==> src/rtl/sscap_pkg.sv <==
package sscap_pkg;
  typedef enum logic {
    CAP_TRACK = 1'b0,
    CAP_HELD  = 1'b1
  } cap_state_e;

  localparam int unsigned DEF_WORD_W    = 32;
  localparam int unsigned DEF_NUM_WORDS = 5;
endpackage

==> src/rtl/sscap_release_decode.sv <==
module sscap_release_decode #(
  parameter int unsigned WORD_W = 32,
  parameter int unsigned IDX_W  = 3
) (
  input  logic              wr_en_i,
  input  logic [IDX_W-1:0]  wr_addr_i,
  input  logic [WORD_W-1:0] wr_data_i,
  output logic              release_o
);
  logic unused_wr_bits;
  assign unused_wr_bits = ^wr_data_i[WORD_W-1:1];

  // Only a 1 written into bit 0 of index 0 counts as a release.
  assign release_o = wr_en_i && (wr_addr_i == '0) && wr_data_i[0];
endmodule

==> src/rtl/sscap_core.sv <==
module sscap_core
  import sscap_pkg::*;
#(
  parameter int unsigned STAT_W  = 160,
  parameter int unsigned ERR_BIT = 159
) (
  input  logic              clk,
  input  logic              rst_n,
  input  logic              take_i,
  input  logic [STAT_W-1:0] data_i,
  input  logic              release_i,
  output logic [STAT_W-1:0] cap_o,
  output logic              held_o
);
  cap_state_e        state_q;
  logic [STAT_W-1:0] cap_q;
  logic              load;

  // Load when tracking, or when a release opens the hold in this very cycle.
  assign load = take_i && ((state_q == CAP_TRACK) || release_i);

  always_ff @(posedge clk or negedge rst_n) begin
    if (!rst_n) begin
      cap_q   <= '0;
      state_q <= CAP_TRACK;
    end else if (load) begin
      cap_q   <= data_i;
      state_q <= data_i[ERR_BIT] ? CAP_HELD : CAP_TRACK;
    end else if (release_i) begin
      state_q <= CAP_TRACK;
    end
  end

  assign cap_o  = cap_q;
  assign held_o = (state_q == CAP_HELD);

  assert_track_R2: assert property (@(posedge clk) disable iff (!rst_n)
    (take_i && !held_o) |=> (cap_o == $past(data_i)));

  assert_hold_R3: assert property (@(posedge clk) disable iff (!rst_n)
    (held_o && !release_i) |=> $stable(cap_o));

  assert_set_R4: assert property (@(posedge clk) disable iff (!rst_n)
    (take_i && (!held_o || release_i) && data_i[ERR_BIT]) |=> held_o);

  assert_release_R5: assert property (@(posedge clk) disable iff (!rst_n)
    (release_i && !(take_i && data_i[ERR_BIT])) |=> !held_o);

  assert_idle_R2: assert property (@(posedge clk) disable iff (!rst_n)
    (!take_i) |=> $stable(cap_o));
endmodule

==> src/rtl/sscap_read_mux.sv <==
module sscap_read_mux #(
  parameter int unsigned WORD_W    = 32,
  parameter int unsigned NUM_WORDS = 5,
  parameter int unsigned IDX_W     = 3
) (
  input  logic [WORD_W*NUM_WORDS-1:0] cap_i,
  input  logic [IDX_W-1:0]            rd_addr_i,
  output logic [WORD_W-1:0]           rd_data_o
);
  localparam int unsigned SLOTS = 1 << IDX_W;

  logic [WORD_W-1:0] bank [SLOTS];

  for (genvar g = 0; g < SLOTS; g++) begin : g_slot
    if (g < NUM_WORDS) begin : g_live
      assign bank[g] = cap_i[g*WORD_W +: WORD_W];
    end else begin : g_empty
      assign bank[g] = '0;
    end
  end

  assign rd_data_o = bank[rd_addr_i];

  always_comb begin
    if (32'(rd_addr_i) >= NUM_WORDS)
      assert_oob_R9: assert (rd_data_o == '0);
  end
endmodule

==> src/rtl/sticky_status_capture.sv <==
module sticky_status_capture
  import sscap_pkg::*;
#(
  parameter int unsigned WORD_W    = DEF_WORD_W,
  parameter int unsigned NUM_WORDS = DEF_NUM_WORDS,
  parameter int unsigned ERR_BIT   = WORD_W*NUM_WORDS-1,
  localparam int unsigned STAT_W   = WORD_W*NUM_WORDS,
  localparam int unsigned IDX_W    = $clog2(NUM_WORDS)
) (
  input  logic              clk,
  input  logic              rst_n,
  input  logic              stat_valid,
  output logic              stat_ready,
  input  logic [STAT_W-1:0] stat_data,
  input  logic              wr_en,
  input  logic [IDX_W-1:0]  wr_addr,
  input  logic [WORD_W-1:0] wr_data,
  input  logic [IDX_W-1:0]  rd_addr,
  output logic [WORD_W-1:0] rd_data,
  output logic              sticky
);
  logic              rel;
  logic [STAT_W-1:0] cap;

  assign stat_ready = 1'b1;

  sscap_release_decode #(.WORD_W(WORD_W), .IDX_W(IDX_W)) u_rel (
    .wr_en_i   (wr_en),
    .wr_addr_i (wr_addr),
    .wr_data_i (wr_data),
    .release_o (rel)
  );

  sscap_core #(.STAT_W(STAT_W), .ERR_BIT(ERR_BIT)) u_core (
    .clk       (clk),
    .rst_n     (rst_n),
    .take_i    (stat_valid && stat_ready),
    .data_i    (stat_data),
    .release_i (rel),
    .cap_o     (cap),
    .held_o    (sticky)
  );

  sscap_read_mux #(.WORD_W(WORD_W), .NUM_WORDS(NUM_WORDS), .IDX_W(IDX_W)) u_mux (
    .cap_i     (cap),
    .rd_addr_i (rd_addr),
    .rd_data_o (rd_data)
  );

  assert_noop_write_R6: assert property (@(posedge clk) disable iff (!rst_n)
    (wr_en && !rel && !stat_valid) |=> ($stable(sticky) && $stable(cap)));
endmodule

==> config.mk <==
export PLATFORM = sky130hd
export DESIGN_NAME = sticky_status_capture
export DESIGN_NICKNAME = d
export VERILOG_FILES = /design/src/rtl/sscap_pkg.sv /design/src/rtl/sscap_release_decode.sv /design/src/rtl/sscap_core.sv /design/src/rtl/sscap_read_mux.sv /design/src/rtl/sticky_status_capture.sv
export SDC_FILE = /design/constraint.sdc
export NUM_CORES = 1
export LEC_CHECK = 0
export ABC_AREA = 1
export BUFFER_PORTS_ARGS = -buffer_cell sky130_fd_sc_hd__buf_4
export CAP_MARGIN = 20
export CORE_MARGIN = 1.5
export CORE_UTILIZATION = 30
export CTS_CLUSTER_DIAMETER = 80
export CTS_CLUSTER_SIZE = 20
export DETAILED_ROUTE_END_ITERATION = 10
export PLACE_DENSITY_LB_ADDON = 0.25
export SLEW_MARGIN = 20
export SYNTH_ARGS = -nofsm -noshare
export SYNTH_HDL_FRONTEND = slang
export SYNTH_SLANG_ARGS = --single-unit
==> constraint.sdc <==
create_clock -name clk -period 1.11 [get_ports clk]
set_clock_uncertainty 0.1 [all_clocks]
set_input_delay 0.1665 -clock clk [delete_from_list [all_inputs] [get_ports clk]]
set_output_delay 0.1665 -clock clk [all_outputs]
set_load 0.005 [all_outputs]
# Yosys cells after proc, flatten, opt, wreduce, memory -nomap -nowiden
# Index checks and enable logic that the tools add are counted.
[totals]
reg_bits = 161
inputBits = 202
out_inout_bits = 34
elab_cells = 17
[op_classes]
n_lt_le_gt_ge = 1
mux = 6
n_bitwise = 2
n_reduce_logical = 6
[op_table]
columns = ["cell", "n"]
rows = [
  ["binary-select mux 32 bit (select 3 bit)", 1],
  ["two-way mux 32 bit", 2],
  ["greater-or-equal comparator 4 bit (second input constant)", 1],
  ["inverter 3 -> 4 bit", 1],
  ["logical AND 1 bit", 3],
  ["zero test 3 bit", 1],
  ["two-way mux 1 bit", 3],
  ["nonzero test 2 bit", 1],
  ["logical OR 1 bit", 1],
  ["inverter 1 bit", 1],
]

# Depth between registers and ports, before layout
# Gate-level depths: netlist of run 1.
[depth]
ltp_word = 6
depth_mapped = 9

# Hierarchy
# Synthesis of run 1 repeated with hierarchy kept, for this count alone.
[hier_totals]
cells_unflattened = 1028
area_unflattened_um2 = 7793.7
[by_module_without_submodules]
columns = ["mod", "instances", "cells_per_inst", "area_each_um2", "seq_area_each_um2"]
rows = [
  ["sscap_core", 1, 697, 6304.8, 4028.9],
  ["sscap_read_mux", 1, 323, 1453.9, 0.0],
  ["sscap_release_decode", 1, 6, 23.8, 0.0],
  ["sticky_status_capture", 1, 2, 11.3, 0.0],
]

# Worst setup path before layout of run 1
# Ideal clock, no wire load.
[synth_path]
path_kind = "register to register"
from = "register u_core.state_q (netlist: u_core.held_o)"
to = "register u_core.cap_q[138] (netlist: u_core.cap_o[138])"
setup_ns = 0.117
arrival_time_ns = 0.999
required_ns = 0.893
setup_slack_ns = -0.105
path_stages_with_launch = 7
path_cell_list = "dfrtp_1 -> nand2_2 -> nand2_2 -> buf_4 -> buf_2 -> nand2_1 -> nand2_1"
[synth_via]
elab_chain_len = 3
[synth_lines]
columns = ["element", "line_no", "rtl"]
rows = [
  ["from (decl)", "sscap_core.sv:15", "cap_state_e state_q;"],
  ["from (signal assigned)", "sscap_core.sv:28", "state_q <= data_i[ERR_BIT] ? CAP_HELD : CAP_TRACK;"],
  ["inverter 1 bit", "sscap_core.sv:20", "assign load = take_i && ((state_q == CAP_TRACK) || release_i);"],
  ["logical OR 1 bit", "sscap_core.sv:20", ""],
  ["logical AND 1 bit", "sscap_core.sv:20", ""],
  ["to (signal assigned)", "sscap_core.sv:27", "cap_q <= data_i;"],
  ["to (decl)", "sscap_core.sv:16", "logic [STAT_W-1:0] cap_q;"],
]
# Every way passes these cells.
# A chain may end at the register's enable or synchronous reset.

# Worst setup path in the final report of run 1
[layout_path]
from = "register u_core.cap_q[28] (netlist: u_core.cap_o[28])"
to = "output port rd_data[28]"
[layout_via]
elab_chain_len = 3
[layout_lines]
columns = ["element", "line_no", "rtl"]
rows = [
  ["binary-select mux 32 bit (select 3 bit)", "sscap_read_mux.sv:22", "assign rd_data_o = bank[rd_addr_i];"],
  ["two-way mux 32 bit (not written as such) (2 in series)", "sscap_read_mux.sv:22", ""],
  ["to (decl)", "sticky_status_capture.sv:19", "output logic [WORD_W-1:0] rd_data,"],
]
# Every way passes these cells. The select of a mux whose other input is x is not followed.

==> results.md, run 1 <==
- Die area: 0.0268 mm²
- Max cap viols: 0
- Crit share post-route: 151%
- Clk Latency, worst-skew pair: 0.43 ns
- Height of the die: 164 µm
- Final nets: 1716
- Port bufs: 203
- Min Tclk post-route: 1.67 ns
- DRC viols: 0
- R2R cell count: 9
- Std-Cell Rows: 58
- Iteration-0 DRC Markers: 654
- Core area: 0.0253 mm²
- Area of the multi-input gates: 0.00500 mm²
- Max Root-Sink Buffers: 2
- Io pins: 236
- Syn Nets: 1224
- Vias in the first global route: 9288
- Aggregate global-route resource usage: 26.2%
- Dpl cells: 1521
- WP data arrival: 1.40 ns
- Crit Path Max Fanout: 2
- Dpl hpwl: 17.2 mm
- CTS sink cnt: 161
- RR Endpoint: u_core.cap_o[54]$_DFFE_PN0P_
- Type of the worst setup path: flop to output pin
- Type of origin of the critical path: flop
- Final setup viols: 194
- Max rail drop VDD: 1070 µV
- WL per Instance: 19.8 µm
- Clk slew on worst S/H paths: 0.07 ns
- Hold Slack: 0.0790 ns
- Ys Warns: 0
- Final Util: 64.0%
- Initial Util: 30.6%
- CTS tree: done
- CTS Buf Count: 17
- Share of cells above drive strength 1: 53.2%
- Final instance area: 0.0162 mm²
- Reg2reg setup slack: -0.46 ns
- Design Power: 35.7 mW
- Failing checks: setup timing
- Final slew viol count: 0
- Pre-CTS WS: -0.411 ns
- Syn avg cell area: 7.57 µm²
- CTS root buf: clkbuf_16
- Final std cells w/o fill: 1857
- Total wire length: 36.7 mm
- Diodes inserted: 0
- Final setup TNS: -69.40 ns
- DP Area: 0.00991 mm²
- Die X-Extent: 164 µm
- # H-tree levels: 4
- Initial antenna violation count: 0
- Max Fclk: 0.598 GHz
- Most frequent cells in the layout: buf_4 (286), nand2_1 (254), dlygate4sd3_1 (162)
- CP Data Required Time: 0.84 ns
- Number of fillers in the final layout: 1931
- Largest net degree at the start of global routing: 60
- Synthesis-to-finish area growth: 109%
- Drt pass-1 iters: 7
- Antenna viol nets, final: 0
- Routability Congestion: 0.793
- Outcome: finished, violations left
- Crit Reg-Reg Startpoint: u_core.held_o$_DFFE_PN0P_
- Pwr Density: 2210 mW/mm²
- Synthesized instance count: 1022
- CP Capture Type: output pin
- First-pass GRT wire length: 52.3 mm
- Count of cell types in the netlist: 12
- Pleak: 7.77 nW
- Commonest non-fill, non-tap cell in the layout: buf_4
- Drt via density: 5.10
- Post-synthesis sequential area ratio: 52.1%
- Final hold vios: 0
- Grt total ovfl: 0
- FF/Latch Area: 0.00403 mm²
- Min-Delay Path Class: input port to asynchronous set/reset pin
- Unrepaired setup endpoints after global routing: yes
- Worst setup margin: -0.561 ns
- Vias: 9467
- Flops & latches, synth: 161
- Synthesized cell area: 0.00773 mm²
## synth_stat cells (all sizes together)
library cell,instances,area [µm²]
o21ai,32,160
conb,1,3.75
buf,63,343
dfrtp,161,4030
inv,37,139
nand3,258,1290
clkbuf,17,63.8
nand2,452,1700
nor2,1,3.75
## worst max-delay path: stages (launching register included)
cell and delay [ns]:
dfrtp_1 0.41, nand2_1 0.14, nand3_2 0.09, nand3_2 0.11
o21ai_1 0.08, buf_4 0.14
## timing repair
| item | CTS | global route |
|---|---|---|
| pin swaps | 141 | 104 |
| endpoints found under the setup margin | 194 | 194 |
| hold buffers | 162 | 0 |
| setup buffers | 72 | 47 |
| hold endpoints to repair | 322 | 0 |
| resized for setup | 317 | 254 |
| gates cloned | 42 | 6 |
## report_power, final
group | switching [mW] | leakage (nW) | total, mW | internal [mW]
Combinational | 8.50 | 5.49 | 18.5 | 9.99
Clock | 2.69 | 0.280 | 6.05 | 3.36
Sequential | 2.23 | 1.99 | 11.1 | 8.89
Total | 13.4 | 7.77 | 35.7 | 22.2
## final cells by class
type	instances	share of cell area, %
multi-input combinational	744	31.0
tap	330	2.55
clock inverter	14	0.968
sequential	161	24.9
inverter	37	0.859
clock buffer	18	2.66
timing repair buffer	553	37.1
## flip-flops by register name, indices dropped and copies added, names as in the netlist
signal         flops
u_core.held_o      1
u_core.cap_o     160
## metal layers
layer | wire, µm | GRT usage, % | up-vias
li1 | - | - | 4295
met1 | 14900 | 33.8 | 4603
met2 | 18000 | 43.0 | 445
met3 | 2200 | 4.44 | 124
met4 | 1550 | 11.5 | 0
met5 | 0 | 0 | -
## cells by family (layout without fill, tap and decap cells)
family | count (synthesis) | in the layout | share of synthesized area [%]
other | 1 | 1 | 0.0485
and+or+nand+nor | 711 | 711 | 38.7
DFF | 161 | 161 | 52.1
AOI/OAI and AO/OA | 32 | 32 | 2.07
buffers and inverters | 117 | 622 | 7.05
## worst max path at each step
stage                                             start                             to  slack [ns]
after global placement                       wr_addr[1]  u_core.cap_o[109]$_DFFE_PN0P_       -0.42
after floorplan               u_core.held_o$_DFFE_PN0P_  u_core.cap_o[138]$_DFFE_PN0P_       -0.07
after global routing       u_core.cap_o[28]$_DFFE_PN0P_                    rd_data[28]       -0.60
after CTS                 u_core.cap_o[110]$_DFFE_PN0P_                    rd_data[14]       -0.48
final                      u_core.cap_o[28]$_DFFE_PN0P_                    rd_data[28]       -0.56
after detailed placement                     wr_addr[1]   u_core.cap_o[13]$_DFFE_PN0P_       -0.41
No activity file was read; power rests on OpenSTA's default activity.
==> run 2: changes to the inputs <==
CAP_MARGIN = 25   (was 20)
clock period = 1.4 ns   (was 1.11 ns; I/O delays follow)
==> run 2 against run 1 <==
Effect of this change:
- the flow still finishes with violations (setup timing)
- non-clock buffer count decreased by 110
- cell count decreased by 5.9%
- via count decreased by 14%
- combinational power decreased by 59%
- global-route usage decreased by 6.2 points
- sequential share of layout area increased by 6.9 points
- count of clock-buffer cells in the layout unchanged
- critical path depth unchanged
- first-iteration DRC count decreased by 33%
- critical endpoint is now rd_data[2]
==> results.md, run 2 (synthesized netlist as in run 1, its figures left out) <==
- Outcome: finished, violations left
- Failing checks: setup timing
- Clk Latency, worst-skew pair: 0.43 ns (about the same)
- Min Tclk post-route: 1.62 ns
- Final std cells w/o fill: 1747 (-5.9%)
- Final slew viol count: 0 (unchanged)
- WP data arrival: 1.31 ns (-0.09 ns)
- CTS Buf Count: 17 (unchanged)
- Max rail drop VDD: 703 µV (-34%)
- Final Util: 50.2% (-14 points)
- Pre-CTS WS: -0.139 ns (+0.272 ns)
- Synthesis-to-finish area growth: 63.9%
- Final nets: 1606 (-6.4%)
- Area of the multi-input gates: 0.00349 mm² (-30%)
- # H-tree levels: 4 (unchanged)
- Crit Path Max Fanout: 2 (unchanged)
- Final setup viols: 32 (-84%)
- Reg2reg setup slack: 0.10 ns (+0.56 ns)
- Clk slew on worst S/H paths: 0.06 ns (about the same)
- Type of the worst setup path: flop to output pin
- DP Area: 0.00984 mm² (-0.73%)
- Unrepaired setup endpoints after global routing: yes
- Aggregate global-route resource usage: 20.0% (-6.2 points)
- Die area: 0.0268 mm² (unchanged)
- CTS tree: done
- Share of cells above drive strength 1: 27.2% (-26 points)
- Vias in the first global route: 8179 (-12%)
- Commonest non-fill, non-tap cell in the layout: nand2_1
- Final instance area: 0.0127 mm² (-22%)
- Iteration-0 DRC Markers: 437 (-33%)
- CP Capture Type: output pin
- Type of origin of the critical path: flop
- Crit share post-route: 116%
- Max reg flops: 160 (unchanged)
- Min-Delay Path Class: input port to flop
- Max cap viols: 0 (unchanged)
- Drt via density: 4.66 (-8.7%)
- Port bufs: 203 (unchanged)
- Grt total ovfl: 0 (unchanged)
- Largest net degree at the start of global routing: 56 (-6.7%)
- Initial Util: 30.6% (unchanged)
- Drt pass-1 iters: 5 (-2)
- Most frequent cells in the layout: nand2_1 (444), buf_4 (260), nand3_1 (214)
- Routability Congestion: 0.799 (+0.69%)
- First-pass GRT wire length: 41.4 mm (-21%)
- Worst setup margin: -0.219 ns (+0.343 ns)
- Initial antenna violation count: 0 (unchanged)
- Max Root-Sink Buffers: 2 (unchanged)
- WL per Instance: 15.1 µm (-24%)
- CTS root buf: clkbuf_16
- Io pins: 236 (unchanged)
- Max Fclk: 0.618 GHz
- Pwr Density: 1640 mW/mm² (-26%)
- Antenna viol nets, final: 0 (unchanged)
- Diodes inserted: 0 (unchanged)
- Std-Cell Rows: 58 (unchanged)
- Dpl hpwl: 16.6 mm (-3.8%)
- CTS sink cnt: 161 (unchanged)
- CP Data Required Time: 1.09 ns (+0.25 ns)
- Die X-Extent: 164 µm (unchanged)
- Vias: 8135 (-14%)
- Core area: 0.0253 mm² (unchanged)
- Final hold vios: 0 (unchanged)
- Pleak: 6.53 nW (-16%)
- FF/Latch Area: 0.00403 mm² (unchanged)
- Dpl cells: 1513 (-0.53%)
- Height of the die: 164 µm (unchanged)
- Total wire length: 26.3 mm (-28%)
- DRC viols: 0 (unchanged)
- Number of fillers in the final layout: 2450 (+27%)
-- run 2: changes by cell type in the layout (fill, tap and decap cells not counted), moves of 10 or more --
cell,delta
buf_8,-13
buf_4,-26
nand2_1,+190
nand2_2,-136
buf_16,-35
buf_6,-10
nand3_2,-111
nand3_4,-17
nand2_4,-54
nand3_1,+128
buf_12,-20
-- run 2: cell type report --
cell class | count | area share [%]
Tap cell | 330 | 3.26
Clock buffer | 18 | 3.46
Timing Repair Buffer | 443 | 31.4
Multi-Input combinational cell | 744 | 27.5
Sequential cell | 161 | 31.8
Inverter | 37 | 1.10
Clock inverter | 14 | 1.41
-- run 2: path summary, 6_finish.rpt --
kind / start / to / cells after the start
max in group asynchronous: rst_n / u_core.held_o$_DFFE_PN0P_ / 3
min in group asynchronous: rst_n / u_core.cap_o[90]$_DFFE_PN0P_ / 2
worst min register to register: u_core.cap_o[8]$_DFFE_PN0P_ / u_core.cap_o[8]$_DFFE_PN0P_ / 2
worst max-delay path: u_core.cap_o[34]$_DFFE_PN0P_ / rd_data[2] / 5
worst max register to register: u_core.held_o$_DFFE_PN0P_ / u_core.cap_o[26]$_DFFE_PN0P_ / 4
worst min-delay path: stat_valid / u_core.cap_o[0]$_DFFE_PN0P_ / 3
-- run 2: timing repair --
action                                 CTS  global route
setup endpoints to repair               33            32
endpoints found under the hold margin  322             0
pin swaps                               59            27
hold buffers                           161             0
buffers inserted                        22            19
resized for setup                       48            40
-- run 2: metal layers --
layer | GRT usage (%) | routed length [µm] | vias up
li1 | - | - | 4034
met1 | 25.8 | 11900 | 3862
met2 | 34.4 | 12800 | 220
met3 | 3.66 | 1330 | 19
met4 | 4.83 | 270 | 0
met5 | 0 | 0 | -
-- run 2: critical path, stage by stage (launching register included) --
cell and delay [ns]:
dfrtp_1 0.39, nand2_1 0.09, nand3_2 0.10, nand3_2 0.10, o21ai_2 0.07, buf_4 0.15
-- run 2: per-stage QoR --
stage	setup TNS [ns]	hold slack (ns)	total power [mW]
final	-5.59	0.0694	20.7
after CTS	-6.18	0.0560	20.3
after global routing	-7.95	0.0625	22.4
after detailed placement	-15.19	0.0425	14.3
after global placement	-13.98	0.0442	14.1
after floorplan	0	-0.186	12.0
-- run 2: power breakdown --
part           switching (mW)  internal, mW
Sequential               1.27          7.04
Clock                    2.04          2.88
Combinational            3.89          3.62
Total                    7.20          13.5
